**src/rtl/lpe_pkg.sv**
```systemverilog
package lpe_pkg;

    typedef enum logic [1:0] {
        LP_NONE         = 2'd0,
        LP_SELF_REFRESH = 2'd1,
        LP_POWER_DOWN   = 2'd2,
        LP_DEEP_PD      = 2'd3
    } lp_kind_e;

    typedef enum logic [1:0] {
        ST_ACTIVE = 2'd0,
        ST_LOW    = 2'd1,
        ST_WAKE   = 2'd2
    } lp_state_e;

    typedef struct packed {
        lp_kind_e kind;
        logic     is_read;
        logic     slow;
    } wake_ctx_t;

    // Idle threshold in clocks for a timeout code; code 3 is spare and acts as 0.
    function automatic int unsigned idle_limit(input logic [1:0] code,
                                               input int unsigned short_t,
                                               input int unsigned long_t);
        case (code)
            2'd1:    return short_t;
            2'd2:    return long_t;
            default: return 0;
        endcase
    endfunction

    // Exit wait for the kind that was parked and the request that wakes it.
    function automatic int unsigned wake_delay(input wake_ctx_t   ctx,
                                               input int unsigned sr_rd,
                                               input int unsigned sr_cmd,
                                               input int unsigned pd_cmd,
                                               input int unsigned pd_rd_fast,
                                               input int unsigned pd_rd_slow,
                                               input int unsigned deep);
        case (ctx.kind)
            LP_SELF_REFRESH: return ctx.is_read ? sr_rd : sr_cmd;
            LP_POWER_DOWN:   return ctx.is_read ? (ctx.slow ? pd_rd_slow : pd_rd_fast) : pd_cmd;
            LP_DEEP_PD:      return deep;
            default:         return pd_cmd;
        endcase
    endfunction

    function automatic int unsigned max2(input int unsigned a, input int unsigned b);
        return (a > b) ? a : b;
    endfunction

endpackage

```
**src/rtl/lpe_idle_timer.sv**
```systemverilog
module lpe_idle_timer
    import lpe_pkg::*;
#(
    parameter int unsigned SHORT_IDLE = 64,
    parameter int unsigned LONG_IDLE  = 128
) (
    input  logic       clk,
    input  logic       rst,
    input  logic       clear,
    input  logic [1:0] timeout_sel,
    output logic       reached
);
    localparam int unsigned CW = $clog2(LONG_IDLE + 1);
    localparam logic [CW-1:0] CNT_MAX = '1;

    logic [CW-1:0] cnt_q;
    logic [CW-1:0] limit;

    always_comb limit = CW'(idle_limit(timeout_sel, SHORT_IDLE, LONG_IDLE));

    // Saturating count of consecutive idle edges.
    always_ff @(posedge clk) begin
        if (rst || clear)
            cnt_q <= '0;
        else if (cnt_q != CNT_MAX)
            cnt_q <= cnt_q + 1'b1;
    end

    assign reached = (cnt_q >= limit);

    // any activity restarts the idle count
    a_r4_clear_restarts: assert property (@(posedge clk) disable iff (rst)
        clear |=> (cnt_q == '0));

    // the count never wraps back to a short value
    a_r3_count_saturates: assert property (@(posedge clk) disable iff (rst)
        (!clear && cnt_q == CNT_MAX) |=> (cnt_q == CNT_MAX));

endmodule

```
**src/rtl/lpe_wake_timer.sv**
```systemverilog
module lpe_wake_timer #(
    parameter int unsigned DW = 8
) (
    input  logic          clk,
    input  logic          rst,
    input  logic          load,
    input  logic [DW-1:0] load_val,
    output logic          last
);
    logic [DW-1:0] cnt_q;

    always_ff @(posedge clk) begin
        if (rst)
            cnt_q <= '0;
        else if (load)
            cnt_q <= load_val;
        else if (cnt_q != '0)
            cnt_q <= cnt_q - 1'b1;
    end

    assign last = (cnt_q == DW'(1));

    // the exit wait starts from the selected length
    a_r5_load_value: assert property (@(posedge clk) disable iff (rst)
        load |=> (cnt_q == $past(load_val)));

    // the exit wait shrinks by one per clock
    a_r5_count_down: assert property (@(posedge clk) disable iff (rst)
        (!load && cnt_q > DW'(1)) |=> (cnt_q == $past(cnt_q) - 1'b1));

endmodule

```
**src/rtl/ddr_lp_entry.sv**
```systemverilog
module ddr_lp_entry
    import lpe_pkg::*;
#(
    parameter int unsigned SHORT_IDLE   = 64,
    parameter int unsigned LONG_IDLE    = 128,
    parameter int unsigned T_PD_CMD     = 2,
    parameter int unsigned T_PD_RD_FAST = 7,
    parameter int unsigned T_PD_RD_SLOW = 7,
    parameter int unsigned T_SR_CMD     = 16,
    parameter int unsigned T_SR_RD      = 208,
    parameter int unsigned T_DEEP       = 208
) (
    input  logic       clk,
    input  logic       rst,
    input  logic [1:0] cfg_mode,
    input  logic [1:0] cfg_timeout,
    input  logic       cfg_slow_exit,
    input  logic       xfer_active,
    input  logic       new_req,
    input  logic       req_is_read,
    output logic       cke,
    output logic       busy,
    output logic       cmd_self_refresh,
    output logic       cmd_power_down,
    output logic       cmd_deep_pd,
    output logic       cmd_wake
);
    localparam int unsigned MAX_DLY = max2(max2(max2(T_PD_CMD, T_PD_RD_FAST), max2(T_PD_RD_SLOW, T_SR_CMD)),
                                           max2(T_SR_RD, T_DEEP));
    localparam int unsigned DW = $clog2(MAX_DLY + 1);

    lp_state_e state_q;
    lp_kind_e  kind_q;
    lp_kind_e  mode_k;
    wake_ctx_t ctx;
    logic      activity, in_active, idle_reached, enter_now, wake_now, wake_last;
    logic      cke_q, busy_q;
    logic [3:1] enter_q;
    logic      wake_q;
    logic [DW-1:0] wake_len;

    always_comb begin
        mode_k      = lp_kind_e'(cfg_mode);
        activity    = xfer_active || new_req;
        in_active   = (state_q == ST_ACTIVE);
        enter_now   = in_active && (mode_k != LP_NONE) && !activity && idle_reached;
        wake_now    = (state_q == ST_LOW) && new_req;
        ctx.kind    = kind_q;
        ctx.is_read = req_is_read;
        ctx.slow    = cfg_slow_exit;
        wake_len    = DW'(wake_delay(ctx, T_SR_RD, T_SR_CMD, T_PD_CMD,
                                     T_PD_RD_FAST, T_PD_RD_SLOW, T_DEEP));
    end

    lpe_idle_timer #(
        .SHORT_IDLE (SHORT_IDLE),
        .LONG_IDLE  (LONG_IDLE)
    ) u_idle (
        .clk         (clk),
        .rst         (rst),
        .clear       (activity || !in_active),
        .timeout_sel (cfg_timeout),
        .reached     (idle_reached)
    );

    lpe_wake_timer #(
        .DW (DW)
    ) u_wake (
        .clk      (clk),
        .rst      (rst),
        .load     (wake_now),
        .load_val (wake_len),
        .last     (wake_last)
    );

    always_ff @(posedge clk) begin
        if (rst) begin
            state_q <= ST_ACTIVE;
            kind_q  <= LP_NONE;
            cke_q   <= 1'b1;
            busy_q  <= 1'b0;
            wake_q  <= 1'b0;
        end else begin
            wake_q <= 1'b0;
            case (state_q)
                ST_ACTIVE: begin
                    if (enter_now) begin
                        state_q <= ST_LOW;
                        kind_q  <= mode_k;
                        cke_q   <= 1'b0;
                    end
                end
                ST_LOW: begin
                    if (wake_now) begin
                        state_q <= ST_WAKE;
                        cke_q   <= 1'b1;
                        busy_q  <= 1'b1;
                        wake_q  <= 1'b1;
                    end
                end
                ST_WAKE: begin
                    if (wake_last) begin
                        state_q <= ST_ACTIVE;
                        busy_q  <= 1'b0;
                    end
                end
                default: state_q <= ST_ACTIVE;
            endcase
        end
    end

    // One entry strobe per low-power kind, selected by the mode code.
    for (genvar k = 1; k <= 3; k++) begin : g_enter
        always_ff @(posedge clk) begin
            if (rst)
                enter_q[k] <= 1'b0;
            else
                enter_q[k] <= enter_now && (cfg_mode == 2'(k));
        end
    end

    assign cke              = cke_q;
    assign busy             = busy_q;
    assign cmd_self_refresh = enter_q[1];
    assign cmd_power_down   = enter_q[2];
    assign cmd_deep_pd      = enter_q[3];
    assign cmd_wake         = wake_q;

    // mode 0 keeps the device active
    a_r1_off_stays_active: assert property (@(posedge clk) disable iff (rst)
        (state_q == ST_ACTIVE && cfg_mode == 2'd0) |=> cke);

    // at most one command strobe per cycle
    a_r2_single_strobe: assert property (@(posedge clk) disable iff (rst)
        $onehot0({cmd_self_refresh, cmd_power_down, cmd_deep_pd, cmd_wake}));

    // cke only falls together with an entry strobe
    a_r2_cke_fall_strobed: assert property (@(posedge clk) disable iff (rst)
        $fell(cke) |-> (cmd_self_refresh || cmd_power_down || cmd_deep_pd));

    // activity while active blocks entry
    a_r4_activity_blocks: assert property (@(posedge clk) disable iff (rst)
        (state_q == ST_ACTIVE && (xfer_active || new_req)) |=> cke);

    // cke only rises on a request, with wake and busy
    a_r5_cke_rise_on_req: assert property (@(posedge clk) disable iff (rst)
        $rose(cke) |-> ($past(new_req) && busy && cmd_wake));

    // the busy window ends with the device active
    a_r5_busy_end_active: assert property (@(posedge clk) disable iff (rst)
        $fell(busy) |-> (cke && state_q == ST_ACTIVE));

endmodule

```
**config.mk**
```make
export PLATFORM = sky130hd
export DESIGN_NAME = ddr_lp_entry
export DESIGN_NICKNAME = d
export VERILOG_FILES = /design/src/rtl/lpe_pkg.sv /design/src/rtl/lpe_idle_timer.sv /design/src/rtl/lpe_wake_timer.sv /design/src/rtl/ddr_lp_entry.sv
export SDC_FILE = /design/constraint.sdc
export NUM_CORES = 1
export LEC_CHECK = 0
export CORE_ASPECT_RATIO = 0.6
export CORE_MARGIN = 3
export CORE_UTILIZATION = 53
export DETAILED_ROUTE_END_ITERATION = 8
export PLACE_DENSITY_LB_ADDON = 0.15
export SETUP_SLACK_MARGIN = 0.5
export SYNTH_ARGS = -nofsm -noshare
export SYNTH_HDL_FRONTEND = slang
export SYNTH_SLANG_ARGS = --single-unit
```
**constraint.sdc**
```tcl
create_clock -name clk -period 2.4 [get_ports clk]
set_input_delay 0.36 -clock clk [delete_from_list [all_inputs] [get_ports clk]]
set_output_delay 0.36 -clock clk [all_outputs]
set_load 0.05 [all_outputs]
```
==> metrics.cfg, run 1 <==
[outcome]
status=completed

[placed_design]
place_area_mm2=0.001435
place.gp.congestion=0.8467
place_ws_ns=0.1201
place.detailed.hpwl_um=2058
io_buffers=14

[clock_network]
root_buffer_master=clkbuf_8
clk_latency_ns=0.27
cts.sinks=26
numCtsBuffers=3
worst_setup_hold_path_clk_slew_ns=0.09
max-clock-path-buffers=2
h-tree-depth=1
cts_hold_repair.buffers=0
clock_tree_from_tritoncts=yes

[global_routing]
gr-usage-all-layers_pct=20.58
grt_pass1_vias=1004
global_route_wire_length_before_repair_um=4609
antenna_found_initial=0
globalRouteOverflowTotal=0
largest_net_degree_at_the_start_of_global_routing=16

[cells_and_area]
finalNetCount=175
area_delta_synth_final_pct=22.34
n_antenna_cell=0
multiInputGateArea_um2=716.9
regArea_um2=520.5
n_fill_cell=161
drive_above_1_share_pct=10.19
finished_layout_cell_area_mm2=0.001541

[worst_setup_path]
critical_path.startpoint_type=flop
worst_path_largest_cell_delay_ns=0.80
worst-endpoint-arrival_ns=1.43
cp.buffers_inverters=1
crit_path_top_delay_cell=clkdlybuf4s50_1
setup.worst_path.class=reg -> out
critical_path.top_delay_family=buffers and inverters
critical_path.endpoint_type=primary output
critical_path_required_ns=2.04
crit_chain=clkdlybuf4s50_1
worst-r2r-setup-slack_ns=0.65
critical_path_peak_fanout=3

[synthesis]
netlist_area_pre_place_mm2=0.001260
sequential_to_total_area_share_from_yosys_stat_pct=41.31
yosys_register_bits=26
synth_ff_type=dfxtp_1
ys_types=45
postSynthNetCount=155
synthesis.yosys.warnings=0
syn_inst=138
synth_enable_flop_cells=0
syn-mean-instance-area_um2=9.130
asyncSetResetFlopFracSynth_pct=0

[sta]
layout_worst_path_cycle_share_pct=74.69
timing.fmax_ghz=0.5578
skew_ns=0.007771
maxSlewHeadroom_pct=65.13
timing_max_transition_violations_final=0
rsz0062_at_grt=false
timing_worst_slew_pin_value_ns=0.5187
final.setup.tns_ns=0
min_period_ns=1.793
timing.final.ws_setup_ns=0.6073
setup_violation_total_in_the_final_timing_report=0
timing.final.hold_violations=0

[hold_path]
holdCritPathClass=reg -> reg

[die]
fp.dieW_um=68.95
floorplan.die_area_mm2=0.003017
placement_rows=12
io_pins=16
die_h_um=43.77
initial_core_util_pct=61.70
coreArea_mm2=0.002042

[route]
drt_wl_total_um=2850
routed_via_count=1111
drt_first_iter_violations=77
avgViaCountPerCell=6.005
postRouteAntennaNets=0
first_pass_iteration_count_of_the_detailed_router=4
route.detailed.wl_per_inst_um=15.41
drc=0

[power_and_ir_drop]
p_leak_nw=0.5885
clockPowerShare_pct=24.9
intPower_mw=0.9741
switching_share_pct=32.89
power.sequential.fraction_pct=40.4
power_per_cell_area_mw_per_mm2=941.6
power.total_mw=1.451
switching_power_mw=0.4774
peakVddDrop_uv=647.9
combPwrFrac_pct=34.7

[flow_run]
maxCapViolCount=0

## area by class of cell
type | count | area share, %
multi-input cells | 100 | 46.51
flip-flops and latches | 26 | 33.77
repair buffers | 17 | 10.39
clock buffers | 3 | 2.679
inverters | 10 | 2.435
well taps | 28 | 2.273
clock inverters | 1 | 1.948
## power groups by stage
stage                     Combinational [mW]  Sequential, mW  Clock, mW
final                                  0.503           0.586      0.362
after detailed placement               0.494           0.592          0
after global routing                   0.556           0.597      0.391
after CTS                              0.502           0.582      0.365
after floorplan                        0.391           0.583          0
after global placement                 0.473           0.588          0
## metal layers
layer | track usage (%) | wire length (µm)
met1 | 28.46 | 1407
met2 | 30.68 | 1206
met5 | 0 | 0
met3 | 6.736 | 214
met4 | 5.426 | 21
## worst paths after layout
path	startpoint	to	cells after the start
max	busy	busy	1
min	cke	cke	1
max reg2reg	u_idle.cnt_q[0]	state_q[0]	7
min reg2reg	cke	cke	1
## cell usage after synthesis (2+ instances only)
master	number	area share [%]
a21oi_1	10	4.0
a31oi_1	4	2.0
a32o_1	2	1.6
and2_1	2	0.99
and3_1	3	1.5
clkbuf_1	2	0.60
dfxtp_1	26	41
ha_1	7	7.0
inv_1	10	3.0
nand2_1	5	1.5
nand3_1	7	2.8
nand3b_1	2	1.2
nand4_1	2	0.99
nor2_1	8	2.4
nor2b_1	2	0.99
nor3_1	5	2.0
nor4_2	3	3.0
o211ai_1	2	1.2
o21ai_0	3	1.2
o21ai_1	4	1.6
xnor2_1	3	2.1
xor2_1	3	2.1
## cell usage in the layout (no fill, tap or decap), drive strengths merged, types with 3 or more instances in the layout
cell type / Yosys / layout
xor2: 3 / 3
clkdlybuf4s50: 0 / 12
buf: 0 / 3
nand2: 5 / 5
and3: 3 / 3
nand3: 8 / 8
xnor2: 3 / 3
nor2: 8 / 8
nor4: 4 / 4
o21ai: 7 / 7
ha: 7 / 7
nor3: 5 / 5
dfxtp: 26 / 26
clkbuf: 2 / 3
inv: 10 / 10
a31oi: 4 / 4
a21oi: 10 / 10
## state kept, by name, indices dropped and copies added (netlist names)
register and cells:
u_idle.cnt_q 8, u_wake.cnt_q 8, kind_q 2, state_q 2, busy 1, cke 1
cmd_deep_pd 1, cmd_power_down 1, cmd_self_refresh 1, cmd_wake 1
## kinds of logic after synthesis
logic type                 count (synthesis)  synth area share (%)
DFF                                       26                 41.31
adders and majority gates                  7                 6.951
AOI/OAI and AO/OA                         34                 17.38
xor gates and xnor gates                   6                 4.172
and+or+nand+nor                           51                 24.93
muxes                                      2                 1.688
buffers and inverters                     12                 3.576
## timing repair
item / CTS / global route
gates resized for setup: 5 / 0
setup endpoints to repair: 4 / 0
buffers inserted: 2 / 0
## metrics by stage
step,hold WS [ns],instances,utilization (%)
after floorplan,0.4390,138,-
after global placement,0.4405,179,70.28
after detailed placement,0.4567,179,70.28
after CTS,0.4789,185,75.49
after global routing,0.5049,185,75.49
final,0.4874,185,75.49
(Power assumes the default switching activity.)
==> run 2: changes to the inputs <==
--- a/config.mk
+++ b/config.mk
@@ -7,7 +7,7 @@
 export LEC_CHECK = 0
 export CORE_ASPECT_RATIO = 0.6
 export CORE_MARGIN = 3
-export CORE_UTILIZATION = 53
+export CORE_UTILIZATION = 48
 export DETAILED_ROUTE_END_ITERATION = 8
 export PLACE_DENSITY_LB_ADDON = 0.15
 export SETUP_SLACK_MARGIN = 0.5
==> constraint.sdc (replaced) <==
create_clock -name clk -period 1.48 [get_ports clk]
set_input_delay 0.222 -clock clk [delete_from_list [all_inputs] [get_ports clk]]
set_output_delay 0.222 -clock clk [all_outputs]
set_load 0.05 [all_outputs]
==> run 2 against run 1 <==
Effect of this change:
- area after synthesis unchanged
- the flow now stops in global routing
- synthesized cell count unchanged
==> metrics.cfg, run 2 <==
[outcome]
status=did not finish
outcome.stop_stage=global routing
tool.error=[ERROR DPL-0038] Utilization greater than 100%, impossible to legalize

[synthesis]
synthesis.yosys.warnings=0  ; unchanged
synth_enable_flop_cells=0  ; unchanged
postSynthNetCount=155  ; unchanged
asyncSetResetFlopFracSynth_pct=0  ; unchanged
synth_ff_type=dfxtp_1
synthTopCellsByArea=dfxtp_1 (41%), ha_1 (7.0%), a21oi_1 (4.0%), inv_1 (3.0%), nor4_2 (3.0%)
ys_types=45  ; unchanged
netlist_area_pre_place_mm2=0.001260  ; unchanged
sequential_to_total_area_share_from_yosys_stat_pct=41.31  ; unchanged
post-synth-top-count-cell=dfxtp_1
syn_inst=138  ; unchanged
yosys_register_bits=26  ; unchanged
syn-mean-instance-area_um2=9.130  ; unchanged
synth_area_leader_cell=dfxtp_1
yosysTopAreaCellShare_pct=41.31  ; unchanged
synthTopCellsByCount=dfxtp_1 (26), a21oi_1 (10), inv_1 (10)

[placed_design]
place_inst=209  ; +17%
io_buffers=14  ; unchanged
place.detailed.hpwl_um=2890  ; +40%
place.gp.congestion=0.8959  ; +5.8%

[sta]
worst-ep-kind=register input
grt-worst-endpoint=u_wake.cnt_q[5]$_SDFFE_PP0P_/D

[clock_network]
numCtsBuffers=3  ; unchanged
h-tree-depth=1  ; unchanged
cts.sinks=26  ; unchanged
root_buffer_master=clkbuf_8
max-clock-path-buffers=2  ; unchanged

[die]
initial_core_util_pct=54.17  ; -7.5 points
die_h_um=45.69  ; +4.4%
fp.dieW_um=72.14  ; +4.6%
io_pins=16  ; unchanged
placement_rows=13  ; +1

[global_routing]
largest_net_degree_at_the_start_of_global_routing=15

run 2: cell counts after synthesis:
No cell type changed its count.
run 2: kinds of logic after synthesis:
group,count (synthesis),synth area share (%)
AND/OR/NAND/NOR,51,24.93
buffers and inverters,12,3.576
adder cells (fa/ha/maj),7,6.951
AO/OA/AOI/OAI,34,17.38
XOR/XNOR,6,4.172
flip-flops,26,41.31
multiplexers,2,1.688
run 2: repair_timing:
item                       in CTS
setup buffers                  14
setup endpoints to repair      32
gates resized for setup        73
cloned                          0
hold buffers                    0
pin swaps                      29
run 2: per-stage QoR:
step	setup WS (ns)	instance area [µm²]
2_1_floorplan	-0.07627	1400
3_3_place_gp	-0.5397	1775
3_5_place_dp	-0.6086	1775
4_1_cts	-0.1323	2205
==> run 3: changes to the inputs <==
--- a/config.mk
+++ b/config.mk
@@ -5,12 +5,10 @@
 export SDC_FILE = /design/constraint.sdc
 export NUM_CORES = 1
 export LEC_CHECK = 0
-export CORE_ASPECT_RATIO = 0.6
-export CORE_MARGIN = 3
-export CORE_UTILIZATION = 48
+export CORE_AREA = 3 3 64 66
 export DETAILED_ROUTE_END_ITERATION = 8
+export DIE_AREA = 0 0 67 69
 export PLACE_DENSITY_LB_ADDON = 0.15
-export SETUP_SLACK_MARGIN = 0.5
 export SYNTH_ARGS = -nofsm -noshare
 export SYNTH_HDL_FRONTEND = slang
 export SYNTH_SLANG_ARGS = --single-unit
==> constraint.sdc (replaced) <==
create_clock -name clk -period 1.9 [get_ports clk]
set_input_delay 0.285 -clock clk [delete_from_list [all_inputs] [get_ports clk]]
set_output_delay 0.285 -clock clk [all_outputs]
set_load 0.05 [all_outputs]
==> run 3 against run 2 <==
Effect of this change:
- the run now ends clean
==> metrics.cfg, run 3 (synthesis results as in run 1) <==
[die]
initial_core_util_pct=34.68  ; -19 points
fp.dieW_um=67  ; -7.1%
floorplan.die_area_mm2=0.004623
placement_rows=22  ; +9
die_h_um=69  ; +51%
coreArea_mm2=0.003633
io_pins=16  ; unchanged

[hold_path]
hp-start=cke
holdCritPathClass=reg -> reg
holdPathEnd=cke
whs_path_depth=1

[worst_setup_path]
crit_path_top_delay_cell=clkdlybuf4s50_1
critical_path_peak_fanout=3
worst_reg_to_reg_path_cell_count=7
critical_path.startpoint_type=input pin
critical_path.endpoint_type=flop
regToRegEndpoint=kind_q[0]
worst_path_largest_cell_delay_ns=0.49
worst-r2r-setup-slack_ns=0.22
r2r-start=u_idle.cnt_q[6]
worst-endpoint-arrival_ns=2.02
setup.worst_path.class=in -> reg
crit_chain=clkdlybuf4s50_1 > nand2b_1 > ha_1 > and3_1 > a221o_1 > buf_4 > nand3_1 > a32o_1
critical_path_required_ns=2.12

[cells_and_area]
n_antenna_cell=0
drive_above_1_share_pct=11.25
n_fill_cell=383
area_delta_synth_final_pct=24.93
mostFrequentLayoutCell=dfxtp_1
most-common-layout-cells=dfxtp_1 (26), clkdlybuf4s50_1 (14), inv_1 (10), a21oi_1 (10), nor2_1 (8)
finished_layout_cell_area_mm2=0.001574
finalNetCount=178
largest_registers_in_the_final_layout=u_idle.cnt_q: 8 flops, u_wake.cnt_q: 8 flops

[sta]
setup_violation_total_in_the_final_timing_report=0
timing_max_transition_violations_final=0
min_period_ns=1.799
maxSlewHeadroom_pct=67.06
timing.final.hold_violations=0
timing_worst_slew_pin_value_ns=0.4925
timing.fmax_ghz=0.5560
layout_worst_path_cycle_share_pct=94.67
hold-worst-slack_ns=0.4854
skew_ns=0.009229
timing.final.ws_setup_ns=0.1013

[global_routing]
globalRouteMet1Util_pct=15.73
global_route.usage.met2_pct=19.10
antenna_found_initial=0
gr-usage-all-layers_pct=12.05
met3_usage_pct=3.420
global_route_wire_length_before_repair_um=4464
largest_net_degree_at_the_start_of_global_routing=16
globalRouteOverflowTotal=0
grt_pass1_vias=982
layer_with_the_highest_usage=met2

[placed_design]
place_ws_ns=-0.2437  ; +0.3648 ns
place.gp.congestion=0.7898  ; -12%
place_area_mm2=0.001498  ; -16%
io_buffers=14  ; unchanged
place.detailed.hpwl_um=1929  ; -33%

[clock_network]
clock_tree_from_tritoncts=yes
cts.sinks=26  ; unchanged
max-clock-path-buffers=2  ; unchanged
h-tree-depth=1  ; unchanged
root_buffer_master=clkbuf_8
clk_latency_ns=0.27
numCtsBuffers=3  ; unchanged
worst_setup_hold_path_clk_slew_ns=0.09

[flow_run]
maxCapViolCount=0

[route]
first_pass_iteration_count_of_the_detailed_router=4
avgViaCountPerCell=5.048
postRouteAntennaNets=0
routed_via_count=1050
route.detailed.wl_per_inst_um=12.09
drc=0
drt_first_iter_violations=66
drt_wl_total_um=2514

[power_and_ir_drop]
power.sequential.fraction_pct=39.6
switching_power_mw=0.5928
power.total_mw=1.848
p_leak_nw=0.5961
switching_share_pct=32.07
power_per_cell_area_mw_per_mm2=1174
combPwrFrac_pct=35.7
clockPowerShare_pct=24.7
peakVddDrop_uv=652.3
intPower_mw=1.256

[outcome]
status=completed

run 3: cell type report:
class / count / area (µm²) / area share (%)
inverters: 10 / 37.54 / 2.385
multi-input cells: 100 / 699.4 / 44.44
well taps: 48 / 60.06 / 3.816
clock buffers: 3 / 41.29 / 2.623
clock inverters: 1 / 30.03 / 1.908
repair buffers: 20 / 185.2 / 11.76
flip-flops and latches: 26 / 520.5 / 33.07
run 3: through the flow:
step / instances / util [%] / setup TNS, ns
floorplan: 138 / - / 0
global placement: 204 / 41.22 / -1.108
detailed placement: 204 / 41.22 / -1.306
CTS: 208 / 43.18 / 0
global route: 208 / 43.32 / -0.001054
finish: 208 / 43.32 / 0
run 3: worst max path at each step:
stage | slack [ns] | cells after the start | start | endpoint
3_5_place_dp | -0.24 | 7 | cfg_timeout[0] | kind_q[0]
6_report | 0.10 | 8 | cfg_timeout[1] | kind_q[0]
3_3_place_gp | -0.21 | 7 | cfg_timeout[0] | kind_q[0]
4_1_cts | 0.05 | 7 | cfg_timeout[0] | kind_q[1]
2_1_floorplan | 0.24 | 6 | cfg_timeout[0] | kind_q[0]
5_1_grt | -0.001 | 8 | cfg_timeout[0] | kind_q[0]
run 3: what timing repair did:
item                                    CTS  global route
endpoints found under the setup margin    0             4
gates resized for setup                   0             2
buffers inserted                          0             0
hold buffers                              0             0
run 3: critical path, delay by kind of cell:
family / cells / cell delay [ns]
AO/OA/AOI/OAI: 2 / 0.49
adder cells (fa/ha/maj): 1 / 0.28
buffers and inverters: 2 / 0.64
AND/OR/NAND/NOR: 3 / 0.33
run 3: power by group through the flow:
stage	Clock, mW	Sequential (mW)	Combinational (mW)
2_1_floorplan	0	0.737	0.494
3_3_place_gp	0	0.743	0.656
3_5_place_dp	0	0.746	0.658
4_1_cts	0.474	0.732	0.666
5_1_grt	0.495	0.750	0.749
6_report	0.456	0.732	0.661
run 3: layer usage:
layer,share of wire (%),up-vias
li1,-,550
met1,48,482
met5,0,-
met2,48,16
met4,0.95,0
met3,3.2,2
